### src/rtl/mbx_pkg.sv
package mbx_pkg;
  localparam int unsigned NPROC      = 2;
  localparam int unsigned DATA_W     = 32;
  localparam int unsigned HALF       = 16;
  localparam int unsigned HWCFG_ADDR = 'h3F0;
  localparam int unsigned VER_ADDR   = 'h3F4;

  typedef enum logic [1:0] {
    REG_CTRL   = 2'd0,
    REG_MASK   = 2'd1,
    REG_SETCLR = 2'd2,
    REG_STATUS = 2'd3
  } bank_reg_e;
endpackage

### src/rtl/mbx_decode.sv
module mbx_decode
  import mbx_pkg::*;
#(
  parameter int unsigned NUM_CH = 16,
  parameter int unsigned ADDR_W = 10
) (
  input  logic                     bus_wr,
  input  logic                     bus_proc,
  input  logic [ADDR_W-1:0]        bus_addr,
  input  logic [DATA_W-1:0]        bus_wdata,
  output logic [NPROC-1:0]         wr_ctrl,
  output logic [NPROC-1:0]         wr_mask,
  output logic [NPROC-1:0][NUM_CH-1:0] set_req,
  output logic [NPROC-1:0][NUM_CH-1:0] clr_req,
  output logic                     rd_in_bank,
  output logic                     rd_bank,
  output bank_reg_e                rd_reg,
  output logic                     rd_hwcfg,
  output logic                     rd_ver
);
  localparam int unsigned WORD_W = ADDR_W - 2;

  logic [WORD_W-1:0] word;
  logic              in_bank;
  logic              bank;
  bank_reg_e         regsel;
  logic              wr_ok;
  logic [NPROC-1:0]  wr_sc;
  logic [1:0]        unused_lsb;

  assign unused_lsb = bus_addr[1:0];
  assign word    = bus_addr[ADDR_W-1:2];
  assign in_bank = (bus_addr[ADDR_W-1:5] == '0);
  assign bank    = bus_addr[4];
  assign regsel  = bank_reg_e'(bus_addr[3:2]);
  assign wr_ok   = bus_wr & in_bank & (bus_proc == bank);

  genvar b;
  generate
    for (b = 0; b < NPROC; b++) begin : g_bank
      assign wr_ctrl[b] = wr_ok & (bank == b[0]) & (regsel == REG_CTRL);
      assign wr_mask[b] = wr_ok & (bank == b[0]) & (regsel == REG_MASK);
      assign wr_sc[b]   = wr_ok & (bank == b[0]) & (regsel == REG_SETCLR);
    end
    for (b = 0; b < NPROC; b++) begin : g_req
      assign set_req[b] = wr_sc[b]       ? bus_wdata[HALF +: NUM_CH] : '0;
      assign clr_req[b] = wr_sc[NPROC-1-b] ? bus_wdata[NUM_CH-1:0]  : '0;
    end
  endgenerate

  assign rd_in_bank = in_bank;
  assign rd_bank    = bank;
  assign rd_reg     = regsel;
  assign rd_hwcfg   = (word == WORD_W'(HWCFG_ADDR >> 2));
  assign rd_ver     = (word == WORD_W'(VER_ADDR >> 2));
endmodule

### src/rtl/mbx_bank_regs.sv
module mbx_bank_regs
  import mbx_pkg::*;
#(
  parameter int unsigned NUM_CH = 16
) (
  input  logic              clk,
  input  logic              rst_n,
  input  logic              wr_ctrl,
  input  logic              wr_mask,
  input  logic [DATA_W-1:0] wdata,
  output logic              rx_en,
  output logic              tx_en,
  output logic [NUM_CH-1:0] mask_rx,
  output logic [NUM_CH-1:0] mask_tx
);
  logic              rx_en_d, tx_en_d;
  logic [NUM_CH-1:0] mask_rx_d, mask_tx_d;
  logic [DATA_W-1:0] unused_wdata;

  assign unused_wdata = wdata;

  always_comb begin
    rx_en_d   = rx_en;
    tx_en_d   = tx_en;
    mask_rx_d = mask_rx;
    mask_tx_d = mask_tx;
    if (wr_ctrl) begin
      rx_en_d = wdata[0];
      tx_en_d = wdata[HALF];
    end
    if (wr_mask) begin
      mask_rx_d = wdata[NUM_CH-1:0];
      mask_tx_d = wdata[HALF +: NUM_CH];
    end
  end

  always_ff @(posedge clk or negedge rst_n) begin
    if (!rst_n) begin
      rx_en <= 1'b0;
      tx_en <= 1'b0;
    end else if (wr_ctrl) begin
      rx_en <= rx_en_d;
      tx_en <= tx_en_d;
    end
  end

  always_ff @(posedge clk or negedge rst_n) begin
    if (!rst_n) begin
      mask_rx <= '1;
      mask_tx <= '1;
    end else if (wr_mask) begin
      mask_rx <= mask_rx_d;
      mask_tx <= mask_tx_d;
    end
  end

  assert_mask_hold_R4: assert property (@(posedge clk) disable iff (!rst_n)
    !wr_mask |=> ($stable(mask_rx) && $stable(mask_tx)));
  assert_ctrl_write_R3: assert property (@(posedge clk) disable iff (!rst_n)
    wr_ctrl |=> (rx_en == $past(wdata[0]) && tx_en == $past(wdata[HALF])));
endmodule

### src/rtl/mbx_occ_flags.sv
module mbx_occ_flags
  import mbx_pkg::*;
#(
  parameter int unsigned NUM_CH = 16
) (
  input  logic                         clk,
  input  logic                         rst_n,
  input  logic [NPROC-1:0][NUM_CH-1:0] set_req,
  input  logic [NPROC-1:0][NUM_CH-1:0] clr_req,
  output logic [NPROC-1:0][NUM_CH-1:0] occ
);
  logic [NPROC-1:0][NUM_CH-1:0] occ_d;
  logic [NPROC-1:0]             upd;

  genvar p;
  generate
    for (p = 0; p < NPROC; p++) begin : g_proc
      always_comb begin
        occ_d[p] = (occ[p] | set_req[p]) & ~clr_req[p];
        upd[p]   = (|set_req[p]) | (|clr_req[p]);
      end

      always_ff @(posedge clk or negedge rst_n) begin
        if (!rst_n)      occ[p] <= '0;
        else if (upd[p]) occ[p] <= occ_d[p];
      end

      assert_set_lands_R5: assert property (@(posedge clk) disable iff (!rst_n)
        (|set_req[p]) |=> ((occ[p] & $past(set_req[p] & ~clr_req[p])) == $past(set_req[p] & ~clr_req[p])));
      assert_clr_lands_R6: assert property (@(posedge clk) disable iff (!rst_n)
        (|clr_req[p]) |=> ((occ[p] & $past(clr_req[p])) == '0));
      assert_idle_stable_R5: assert property (@(posedge clk) disable iff (!rst_n)
        !(|set_req[p] || |clr_req[p]) |=> $stable(occ[p]));
    end
  endgenerate
endmodule

### src/rtl/mbx_irq_gen.sv
module mbx_irq_gen #(
  parameter int unsigned NUM_CH = 16
) (
  input  logic              rx_en,
  input  logic              tx_en,
  input  logic [NUM_CH-1:0] mask_rx,
  input  logic [NUM_CH-1:0] mask_tx,
  input  logic [NUM_CH-1:0] own_occ,
  input  logic [NUM_CH-1:0] peer_occ,
  output logic              irq_rx,
  output logic              irq_tx
);
  logic [NUM_CH-1:0] rx_pend, tx_free;

  always_comb begin
    rx_pend = peer_occ & ~mask_rx;
    tx_free = ~own_occ & ~mask_tx;
    irq_rx  = rx_en & (|rx_pend);
    irq_tx  = tx_en & (|tx_free);
  end
endmodule

### src/rtl/mbx_doorbell_top.sv
module mbx_doorbell_top
  import mbx_pkg::*;
#(
  parameter int unsigned NUM_CH    = 16,
  parameter int unsigned ADDR_W    = 10,
  parameter logic [3:0]  VER_MAJOR = 4'd1,
  parameter logic [3:0]  VER_MINOR = 4'd0
) (
  input  logic              clk,
  input  logic              rst_n,
  input  logic              bus_rd,
  input  logic              bus_wr,
  input  logic              bus_proc,
  input  logic [ADDR_W-1:0] bus_addr,
  input  logic [31:0]       bus_wdata,
  output logic [31:0]       rd_data,
  output logic [1:0]        irq_rx,
  output logic [1:0]        irq_tx
);
  logic [1:0] rst_sync;
  logic       rst_n_s;

  always_ff @(posedge clk or negedge rst_n) begin
    if (!rst_n) rst_sync <= 2'b00;
    else        rst_sync <= {rst_sync[0], 1'b1};
  end
  assign rst_n_s = rst_sync[1];

  logic [NPROC-1:0]             wr_ctrl, wr_mask;
  logic [NPROC-1:0][NUM_CH-1:0] set_req, clr_req, occ;
  logic [NPROC-1:0]             rx_en, tx_en;
  logic [NPROC-1:0][NUM_CH-1:0] mask_rx, mask_tx;
  logic                         rd_in_bank, rd_bank, rd_hwcfg, rd_ver;
  bank_reg_e                    rd_reg;

  mbx_decode #(.NUM_CH(NUM_CH), .ADDR_W(ADDR_W)) u_dec (
    .bus_wr(bus_wr), .bus_proc(bus_proc), .bus_addr(bus_addr), .bus_wdata(bus_wdata),
    .wr_ctrl(wr_ctrl), .wr_mask(wr_mask), .set_req(set_req), .clr_req(clr_req),
    .rd_in_bank(rd_in_bank), .rd_bank(rd_bank), .rd_reg(rd_reg),
    .rd_hwcfg(rd_hwcfg), .rd_ver(rd_ver)
  );

  mbx_occ_flags #(.NUM_CH(NUM_CH)) u_occ (
    .clk(clk), .rst_n(rst_n_s), .set_req(set_req), .clr_req(clr_req), .occ(occ)
  );

  genvar p;
  generate
    for (p = 0; p < NPROC; p++) begin : g_proc
      mbx_bank_regs #(.NUM_CH(NUM_CH)) u_regs (
        .clk(clk), .rst_n(rst_n_s), .wr_ctrl(wr_ctrl[p]), .wr_mask(wr_mask[p]),
        .wdata(bus_wdata), .rx_en(rx_en[p]), .tx_en(tx_en[p]),
        .mask_rx(mask_rx[p]), .mask_tx(mask_tx[p])
      );
      mbx_irq_gen #(.NUM_CH(NUM_CH)) u_irq (
        .rx_en(rx_en[p]), .tx_en(tx_en[p]), .mask_rx(mask_rx[p]), .mask_tx(mask_tx[p]),
        .own_occ(occ[p]), .peer_occ(occ[NPROC-1-p]),
        .irq_rx(irq_rx[p]), .irq_tx(irq_tx[p])
      );
    end
  endgenerate

  logic [31:0] rd_val, rd_data_d;

  always_comb begin
    rd_val = '0;
    if (rd_in_bank) begin
      unique case (rd_reg)
        REG_CTRL: begin
          rd_val[0]    = rx_en[rd_bank];
          rd_val[HALF] = tx_en[rd_bank];
        end
        REG_MASK: begin
          rd_val[NUM_CH-1:0]    = mask_rx[rd_bank];
          rd_val[HALF +: NUM_CH] = mask_tx[rd_bank];
        end
        REG_SETCLR: rd_val = '0;
        REG_STATUS: rd_val[NUM_CH-1:0] = occ[rd_bank];
        default:    rd_val = '0;
      endcase
    end else if (rd_hwcfg) begin
      rd_val[7:0] = 8'(NUM_CH);
    end else if (rd_ver) begin
      rd_val[7:0] = {VER_MAJOR, VER_MINOR};
    end
  end

  always_comb begin
    rd_data_d = rd_data;
    if (bus_rd) rd_data_d = rd_val;
  end

  always_ff @(posedge clk or negedge rst_n_s) begin
    if (!rst_n_s)    rd_data <= '0;
    else if (bus_rd) rd_data <= rd_data_d;
  end

  assert_setclr_reads_zero_R7: assert property (@(posedge clk) disable iff (!rst_n_s)
    (bus_rd && bus_addr[ADDR_W-1:5] == '0 && bus_addr[3:2] == 2'd2) |=> (rd_data == '0));
  assert_foreign_write_R11: assert property (@(posedge clk) disable iff (!rst_n_s)
    (bus_wr && bus_addr[ADDR_W-1:5] == '0 && bus_addr[4] != bus_proc) |=>
      ($stable(occ) && $stable(mask_rx) && $stable(mask_tx) && $stable(rx_en) && $stable(tx_en)));
  assert_rdata_hold_R2: assert property (@(posedge clk) disable iff (!rst_n_s)
    !bus_rd |=> $stable(rd_data));
endmodule

### config.mk
export PLATFORM = sky130hd
export DESIGN_NAME = mbx_doorbell_top
export DESIGN_NICKNAME = d
export VERILOG_FILES = /design/src/rtl/mbx_pkg.sv /design/src/rtl/mbx_decode.sv /design/src/rtl/mbx_bank_regs.sv /design/src/rtl/mbx_occ_flags.sv /design/src/rtl/mbx_irq_gen.sv /design/src/rtl/mbx_doorbell_top.sv
export SDC_FILE = /design/constraint.sdc
export NUM_CORES = 1
export LEC_CHECK = 0
export ABC_CLOCK_PERIOD_IN_PS = 10500
export BUFFER_PORTS_ARGS = -buffer_cell sky130_fd_sc_hd__buf_2
export CORE_MARGIN = 4
export CORE_UTILIZATION = 50
export DETAILED_ROUTE_END_ITERATION = 16
export GPL_TIMING_DRIVEN = 1
export HOLD_SLACK_MARGIN = 0.03
export PLACE_DENSITY = 0.71
export SKIP_CTS_REPAIR_TIMING = 1
export SLEW_MARGIN = 0
export SYNTH_ARGS = -nofsm -noshare
export SYNTH_HDL_FRONTEND = slang
export SYNTH_SLANG_ARGS = --single-unit
export TNS_END_PERCENT = 1
### constraint.sdc
create_clock -name clk -period 10.5 [get_ports clk]
set_clock_uncertainty 0.05 [all_clocks]
set_input_delay 2.625 -clock clk [delete_from_list [all_inputs] [get_ports clk]]
set_output_delay 2.625 -clock clk [all_outputs]
set_load 0.01 [all_outputs]
## After elaboration in Yosys (flattened, before gate mapping)

Index checks and enable logic that the tools add are counted.

- Bits in registers: 134
- Bits of input ports: 47
- Output and inout port bits: 36
- Logic and storage cells: 84

- $lt $le $gt $ge: 1
- Equality and inequality tests: 6
- Muxes and demuxes: 22
- Bitwise logic cells: 33
- Reduce and logical (&&, ||, !) cells: 10

Operator list:

| operator | count |
|---|---|
| $mux 16 | 10 |
| $not 16->16 | 8 |
| $reduce_or 16->1 | 8 |
| $and 16x16->16 | 6 |
| $or 16x16->16 | 2 |
| $pmux 15 s2 | 1 |
| $mux 24 | 1 |
| $eq 8x8->1 const B | 2 |
| $mux 15 | 1 |
| $and 1x1->1 | 14 |
| $mux 5 | 2 |
| $mux 8 | 1 |
| $logic_not 5->1 | 1 |
| $eq 2x2->1 const B | 2 |
| $mux 1 | 4 |
| $pmux 1 s4 | 1 |
| $eq 2x1->1 const B | 1 |
| $logic_not 2->1 | 1 |
| $lt 1x2->1 const B | 1 |
| $or 1x1->1 | 2 |
| $pmux 1 s2 | 1 |
| $eq 1x1->1 | 1 |
| $not 1->1 | 1 |

## Longest topological paths before layout

Gate-level depths: netlist (run 1).

- Depth in word-level cells: 8
- Depth in mapped cells: 6
- Mapped depth without buffers: 4

## By module

Synthesis (run 1) repeated with hierarchy kept, for this count alone.

- Cell total of the unflattened synthesis: 589
- Area total of the unflattened synthesis: 7,743.7 um^2

Modules (own cells, without submodules):

| module | instances | cells each | area an instance (um^2) | seq. area each (um^2) |
|---|---|---|---|---|
| mbx_bank_regs | 2 | 72 | 1,457.6 | 890.9 |
| mbx_doorbell_top | 1 | 164 | 2,008.2 | 850.8 |
| mbx_decode | 1 | 143 | 1,231.2 | 0.0 |
| mbx_occ_flags | 1 | 64 | 1,121.1 | 800.8 |
| mbx_irq_gen | 2 | 37 | 234.0 | 0.0 |

## Least setup slack after synthesis (run 1)

Ideal clock, no wire load.

- Path kind: in2reg
- Start point: in bus_addr[5]
- End point: reg g_proc[1].u_regs.mask_rx[10]
- Library setup time: 0.082 ns
- Arrival time: 3.951 ns
- Required time: 10.368 ns
- Path slack: 6.417 ns
- Cell stages on the path: 5
- Buffers on the path: 1
- Path through: or3_4 nor3_4 nand3_4 buf_6 mux2_4

- Cells in the longest elaborated chain, start to end: 5

Ends and longest elaborated chain:

| element | line | source |
|---|---|---|
| start: declaration | mbx_doorbell_top.sv:14 | `input logic [ADDR_W-1:0] bus_addr,` |
| $logic_not 5->1 | mbx_decode.sv:33 | `assign in_bank = (bus_addr[ADDR_W-1:5] == '0);` |
| $and 1x1->1 (2 in series) | mbx_decode.sv:36 | `assign wr_ok = bus_wr & in_bank & (bus_proc == bank);` |
| $and 1x1->1 (2 in series) | mbx_decode.sv:42 | `assign wr_mask[b] = wr_ok & (bank == b[0]) & (regsel == REG_MASK);` |
| end signal: assignment | mbx_bank_regs.sv:52 | `mask_rx <= mask_rx_d;` |
| end: declaration | mbx_bank_regs.sv:13 | `output logic [NUM_CH-1:0] mask_rx,` |

No other way between the ends.
A chain may end at the register's enable or synchronous reset.

## Worst setup path in the final report (run 1)

- Start point: reg g_proc[1].u_regs.mask_tx[10]
- End point: out irq_tx[1]

- Cells in the longest elaborated chain, start to end: 4

Ends and longest elaborated chain:

| element | line | source |
|---|---|---|
| start: declaration | mbx_bank_regs.sv:14 | `output logic [NUM_CH-1:0] mask_tx` |
| start signal: assignment | mbx_bank_regs.sv:53 | `mask_tx <= mask_tx_d;` |
| $not 16->16 | mbx_irq_gen.sv:17 | `tx_free = ~own_occ & ~mask_tx;` |
| $and 16x16->16 | mbx_irq_gen.sv:17 |  |
| $reduce_or 16->1 | mbx_irq_gen.sv:19 | `irq_tx = tx_en & (\|tx_free);` |
| $and 1x1->1 | mbx_irq_gen.sv:19 |  |
| end: declaration | mbx_doorbell_top.sv:18 | `output logic [1:0] irq_tx` |

No other way between the ends.

==> reports/metrics.yaml, run 1 <==
run_status:
  status: "finished clean"
synthesis:
  ys_warn_count: 0
  synth-edff-count: 0
  synth_compound_area_share_pct: 13.58
  ys.flop_type: "dfrtp_1"
  synth_area_um2: 6211
  ys_types: 41
  synth_nets: 529
  ys_ff_latch: 134
  synth_xor_area_share_pct: 0
  avgSynthCellArea_um2: 12.89
  ys_seq_area_share_pct: 55.28
  synth_top_family_by_area: "multiplexers"
  synth_fa_ha_area_share_pct: 0
  synth_cells: 482
  synth-simple-area-share_pct: 3.848
  ys_async_sr_fraction_pct: 100.0
  synthMuxAreaShare_pct: 21.15
global_route:
  grt_max_degree: 68
  track_usage_pct: 23.30
  overflow: 0
  antenna_found_initial: 0
  grt_pass1_wl_um: 25270
  grt_pass1_vias: 4572
final_layout:
  diodes: 0
  drive_gt1_share_pct: 47.55
  fin_area_um2: 7362
  final_util_pct: 61.04
  final_common_cell: "buf_2"
  fin_cells: 740
  area_delta_synth_final_pct: 18.53
  fillers: 953
  nets: 606
  layout_common_cells: "buf_2, dfrtp_1, a21oi_1, mux2_2, dfstp_2"
critical_path:
  start_kind: "flip-flop"
  critPathTopFamily: "flip-flops"
  critical_path_arrival_ns: 1.85
  crit_fanout: 3
  crit_path_end_kind: "primary output"
  crit_type: "reg2out"
  worst-path-buf-inv: 1
  worstPathRequired_ns: 7.83
  rrSetupSlack_ns: 8.63
  crit_slowest_cell: "dfstp_2"
  cpPeakStageDelay_ns: 0.56
  path_cells: "o22a_1 > o221ai_1 > nor3_1 > a21boi_0 > buf_2"
drt:
  via_count: 4410
  wl_per_cell_um: 21.77
  route.detailed.drc: 0
  drt_wl_total_um: 16110
  dr.pass1.iters: 5
  vias_per_cell: 5.959
  drt-initial-drc-count: 401
  ant_nets: 0
timing:
  tightest_slew_ns: 0.8523
  slew_viol_final: 0
  setup-tns-final_ns: 0
  relSlewSlack_pct: 43.18
  hold_viol_final: 0
  fmaxAchievable_mhz: 221.0
  setup_viol: 0
  min_period_ns: 4.525
  post-route-period-util_pct: 43.10
  rsz0062_at_grt: "false"
min_path:
  hp-class: "reg2reg"
die:
  io_pins: 83
  row_count: 40
  dieArea_um2: 14270
  core_um2: 12060
  die-height_um: 119.5
  die_w_um: 119.5
  start_util_pct: 51.49
pwr:
  ir_worst_vdd_uv: 103.6
  p_per_area_nw_per_um2: 173.8
  power.leakage_uw: 0.003287
  power_uw: 1280
place:
  dp.cells: 708
  dp_hpwl_um: 10760
  io_buffer_count: 80
  place_area_um2: 6696
  gp_congestion: 0.8480
flow_run:
  max_cap_violations: 0
clock_tree:
  clk_pin_slew_ns: 0.06
  cts-htree-levels: 4
  cts_sinks: 134
  clock_latency_ns: 0.42
  cts_tree: "done"
  cts.path.max_buffers: 2
  cts_root_buf: "clkbuf_16"
  cts_made_buffers: 17
==> where the power goes <==
part | internal [uW] | total, uW | switching (uW)
clock | 441 | 668 | 226
sequential | 534 | 549 | 15.9
combinational | 26.4 | 62.6 | 36.3
==> final cells by class <==
| cell class | instances | area (um2) | area share, % |
|---|---|---|---|
| clock buffer | 21 | 470.5 | 6.390 |
| multi-input combinational | 268 | 2412 | 32.77 |
| sequential | 134 | 3437 | 46.69 |
| inverter | 53 | 198.9 | 2.702 |
| timing repair buffer | 85 | 437.9 | 5.948 |
| tap | 168 | 210.2 | 2.855 |
| clock inverter | 11 | 195.2 | 2.651 |
==> cell families (layout without fill, tap and decap cells) <==
group / after synthesis / in the layout
AND/OR/NAND/NOR: 34 / 34
flip-flops: 134 / 134
AO/OA/AOI/OAI: 133 / 133
other: 1 / 1
multiplexers: 100 / 100
buffers and inverters: 80 / 170
==> layer usage <==
metal | wire, um | vias up | track usage (%)
met5 | 0 | - | 0
met4 | 573 | 0 | 11.81
met3 | 1056 | 41 | 5.603
met2 | 7598 | 191 | 35.06
met1 | 6885 | 2248 | 31.64
li1 | - | 1930 | -
==> synthesized netlist by cell type, types with 2 or more instances <==
master / number / area share (%)
o22a_1: 4 / 0.56
nand3_4: 2 / 0.56
mux2i_1: 15 / 2.4
clkbuf_1: 5 / 0.30
o21ai_0: 2 / 0.16
o2bb2ai_1: 21 / 3.0
inv_1: 53 / 3.2
dfstp_2: 64 / 27
nor3_1: 6 / 0.48
a31oi_1: 2 / 0.20
mux4_2: 17 / 6.2
buf_6: 6 / 1.1
o221ai_1: 4 / 0.56
mux2_2: 64 / 12
buf_1: 2 / 0.12
mux2_4: 4 / 0.97
nand2_1: 3 / 0.18
nand2b_1: 6 / 0.60
buf_2: 8 / 0.64
buf_4: 6 / 0.73
nand3_1: 5 / 0.40
dfrtp_1: 70 / 28
o2111ai_1: 2 / 0.28
o22ai_1: 25 / 2.5
a221oi_1: 4 / 0.56
a21oi_1: 65 / 5.2
a21boi_0: 2 / 0.24
nor2_1: 2 / 0.12
==> flip-flops by register name, summed over array words and instances (netlist names) <==
name	cells
g_proc.u_regs.rx_en	2
rd_data	32
g_proc.u_regs.mask_tx	32
g_proc.u_regs.mask_rx	32
g_proc.u_regs.tx_en	2
u_occ.occ	32
rst_sync	2
==> stage by stage <==
step | hold slack [ns] | setup slack [ns]
2_1_floorplan | 0.2812 | 6.417
6_report | 0.3001 | 5.975
5_1_grt | 0.3297 | 5.903
4_1_cts | 0.3038 | 5.996
3_3_place_gp | 0.2878 | 5.738
3_5_place_dp | 0.2897 | 5.671
==> worst paths after layout <==
kind | startpoint | end | cells past startpoint
worst max-delay path | g_proc[1].u_regs.mask_tx[10] | irq_tx[1] | 5
worst min-delay path | rst_sync[0] | rst_sync[1] | 0
worst max register to register | rst_sync[1] | u_occ.occ[20] | 1
worst min register to register | rst_sync[0] | rst_sync[1] | 0
max in group asynchronous | rst_n | rst_sync[1] | 1
min in group asynchronous | rst_sync[1] | rd_data[26] | 0
(Power assumes the default switching activity.)
==> run 2, diff against run 1 <==
--- a/config.mk
+++ b/config.mk
@@ -5,14 +5,15 @@
 export SDC_FILE = /design/constraint.sdc
 export NUM_CORES = 1
 export LEC_CHECK = 0
-export ABC_CLOCK_PERIOD_IN_PS = 10500
+export ABC_AREA = 1
+export ABC_CLOCK_PERIOD_IN_PS = 4200
 export BUFFER_PORTS_ARGS = -buffer_cell sky130_fd_sc_hd__buf_2
 export CORE_MARGIN = 4
 export CORE_UTILIZATION = 50
 export DETAILED_ROUTE_END_ITERATION = 16
 export GPL_TIMING_DRIVEN = 1
 export HOLD_SLACK_MARGIN = 0.03
-export PLACE_DENSITY = 0.71
+export PLACE_DENSITY = 0.7
 export SKIP_CTS_REPAIR_TIMING = 1
 export SLEW_MARGIN = 0
 export SYNTH_ARGS = -nofsm -noshare
==> constraint.sdc (replaced) <==
create_clock -name clk -period 4.2 [get_ports clk]
set_clock_uncertainty 0.05 [all_clocks]
set_input_delay 1.05 -clock clk [delete_from_list [all_inputs] [get_ports clk]]
set_output_delay 1.05 -clock clk [all_outputs]
set_load 0.01 [all_outputs]
==> run 2 against run 1 <==
- worst hold slack lost 0.0024 ns
- via count increased by 32%
- critical endpoint is now u_occ.occ[29]
- worst setup slack got worse by 4.9 ns
- critical path depth rose by 2
- sequential cell count did not move
- cell area up 1.5%
- largest cell class unchanged
- sequential power rose to 2.5 times the previous value
- register-to-register slack lost 5.9 ns
- power is 130% higher
- area after synthesis grew 4.6%
- core utilization fell by 2.0 points
- largest power group unchanged
==> reports/metrics.yaml, run 2 <==
run_status:
  status: "finished clean"
timing:
  rsz0062_at_grt: "false"
  slew_viol_final: 0  # unchanged
  setup_viol: 0  # unchanged
  hold_slack_ns: 0.2977  # -0.002403 ns
  tightest_slew_ns: 0.9256  # +0.07329 ns
  fmaxAchievable_mhz: 318.4
  relSlewSlack_pct: 38.07  # -5.1 points
  min_period_ns: 3.141
  hold_viol_final: 0  # unchanged
  post-route-period-util_pct: 74.78
  setup-tns-final_ns: 0  # unchanged
die:
  io_pins: 83  # unchanged
  start_util_pct: 51.25  # -0.24 points
  dieArea_um2: 14870  # +4.2%
  core_um2: 12670  # +5.1%
  die-height_um: 122.0  # +2.1%
  row_count: 41  # +2.5%
  die_w_um: 122.0  # +2.1%
critical_path:
  crit_type: "in2reg"
  start_kind: "input pin"
  r2r-start: "rst_sync[1]"
  worstPathRequired_ns: 4.44  # -3.39 ns
  r2r-end: "g_proc[1].u_regs.mask_rx[13]"
  crit_slowest_cell: "nand3_1"
  critPathMostFrequentCell: "nor2_1"
  path_cells: "buf_2 > nor2_1 > nand3_2 > nor2_2 > nand3_1 > nor2_1 > a21oi_1"
  critical_path_arrival_ns: 3.39  # +1.54 ns
  worst-path-buf-inv: 1  # unchanged
  rrSetupSlack_ns: 2.71  # -5.92 ns
  rr_worst_depth: 1  # unchanged
  crit_path_end_kind: "flip-flop"
  crit_fanout: 17  # +14
  critPathTopFamily: "simple AND/OR/NAND/NOR gates"
  cpPeakStageDelay_ns: 0.79  # +0.23 ns
final_layout:
  seq_area_um2: 3437  # unchanged
  drive_gt1_share_pct: 21.18  # -26 points
  fin_area_um2: 7476  # +1.5%
  nets: 912  # +50%
  fin_cells: 1050  # +42%
  final_common_cell: "nand2_1"
  multi_input_area_um2: 2514  # +4.2%
  area_delta_synth_final_pct: 15.13
  fillers: 1157  # +21%
  diodes: 0  # unchanged
  layout_common_cells: "nand2_1, nor2_1, buf_2, inv_1, dfrtp_1"
synthesis:
  ys_seq_area_share_pct: 52.87  # -2.4 points
  ys_warn_count: 0  # unchanged
  ys_top_cells_by_area: "dfrtp_1, dfstp_2, nand2_1"
  ys.flop_type: "dfrtp_1"
  avgSynthCellArea_um2: 8.067  # -37%
  synth_cells: 805  # +67%
  post-synth-top-count-cell: "nand2_1"
  ys_types: 24  # -41%
  synth_top_area_cell: "dfrtp_1"
  ys_top_cells_by_count: "nand2_1, nor2_1, inv_1"
  synth_nets: 852  # +61%
  ys_async_sr_fraction_pct: 100.0  # unchanged
  synth-edff-count: 0  # unchanged
  synth_area_um2: 6494  # +4.6%
  yosys.area.top_type_share_pct: 26.97  # -1.2 points
  ys_ff_latch: 134  # unchanged
min_path:
  hp-class: "reg2reg"
  holdPathStages: 0  # unchanged
  min_from: "rst_sync[0]"
  hold_end: "rst_sync[1]"
clock_tree:
  clk_pin_slew_ns: 0.05  # about the same
  cts.path.max_buffers: 2  # unchanged
  cts-htree-levels: 4  # unchanged
  clock_latency_ns: 0.42  # about the same
  cts_tree: "done"
  cts_root_buf: "clkbuf_16"
  cts_made_buffers: 17  # unchanged
  cts_sinks: 134  # unchanged
place:
  dp_hpwl_um: 11980  # +11%
  gp_congestion: 0.9277  # +9.4%
  dp.cells: 1018  # +44%
  place_area_um2: 6923  # +3.4%
  io_buffer_count: 80  # unchanged
drt:
  route.detailed.drc: 0  # unchanged
  ant_nets: 0  # unchanged
  wl_per_cell_um: 16.90  # -22%
  via_count: 5815  # +32%
  dr.pass1.iters: 5  # unchanged
  drt_wl_total_um: 17740  # +10%
  vias_per_cell: 5.538  # -7.1%
  drt-initial-drc-count: 607  # +51%
global_route:
  track_usage_pct: 24.85  # +1.5 points
  grt_pass1_vias: 5602  # +23%
  grt_pass1_wl_um: 28680  # +14%
  overflow: 0  # unchanged
  grt_max_degree: 66  # -2.9%
  antenna_found_initial: 0  # unchanged
flow_run:
  max_cap_violations: 0  # unchanged
pwr:
  power.leakage_uw: 0.003481  # +5.9%
  p_per_area_nw_per_um2: 399.2  # +130%
  ir_worst_vdd_uv: 292.9  # +180%
[run 2: changes by cell type after synthesis, moves of 16 or more]
cell       previous run  this run
a21oi_1              65        35
mux4_2               17         0
o2bb2ai_1            21         0
mux2_2               64         0
inv_1                53        72
nand4_1               1        33
nand2_1               3       201
o21ai_0               2        54
o21ai_1               0        64
nor2_1                2        92
o22ai_1              25        46
clkbuf_1              5        21
[run 2: per-stage QoR]
step | setup WS (ns) | utilization (%) | power [uW]
6_report | 1.059 | 59.00 | 2984
3_3_place_gp | 0.7385 | 54.64 | 1602
3_5_place_dp | 0.6181 | 54.64 | 1608
4_1_cts | 1.056 | 59.00 | 3001
2_1_floorplan | 0.2520 | - | 1519
5_1_grt | 0.7282 | 59.00 | 3086
[run 2: worst max-delay path by stage]
| stage | start | to | cells past startpoint | slack (ns) |
|---|---|---|---|---|
| 2_1_floorplan | rst_sync[1] | g_proc[0].u_regs.rx_en | 0 | 0.25 |
| 3_3_place_gp | bus_addr[7] | u_occ.occ[21] | 7 | 0.74 |
| 3_5_place_dp | bus_addr[7] | u_occ.occ[29] | 7 | 0.62 |
| 4_1_cts | bus_addr[7] | u_occ.occ[29] | 7 | 1.06 |
| 5_1_grt | bus_addr[7] | u_occ.occ[28] | 7 | 0.73 |
| 6_report | bus_addr[7] | u_occ.occ[29] | 7 | 1.06 |
[run 2: cells by family (layout without fill, tap and decap cells)]
logic type             count (synthesis)  count (layout)  share of synthesized area, %
DFF                                  134             134                         52.87
other                                  1               1                       0.05775
buffers and inverters                124             197                         8.420
AOI/OAI and AO/OA                    202             202                         16.57
and+or+nand+nor                      344             344                         22.08
[run 2: layer usage]
metal / GRT usage, % / part of all wire [%] / vias to the layer above
met4: 10.78 / 3.0 / 0
met1: 35.92 / 45 / 2672
met3: 5.339 / 8.9 / 49
met2: 36.15 / 43 / 312
met5: 0 / 0 / -
li1: - / - / 2782
[run 2: where the power goes]
group / leakage, uW / switching, uW / internal, uW
registers: 0.00147 / 37.6 / 1340
logic: 0.00174 / 146 / 65.9
clock network: 0.000266 / 517 / 876
[run 2: area by class of cell]
cell class	instances	area share, %
well taps	172	2.879
flip-flops and latches	134	45.97
clock inverters	3	0.5690
inverters	75	3.766
repair buffers	90	6.360
clock buffers	29	6.828
multi-input cells	547	33.62
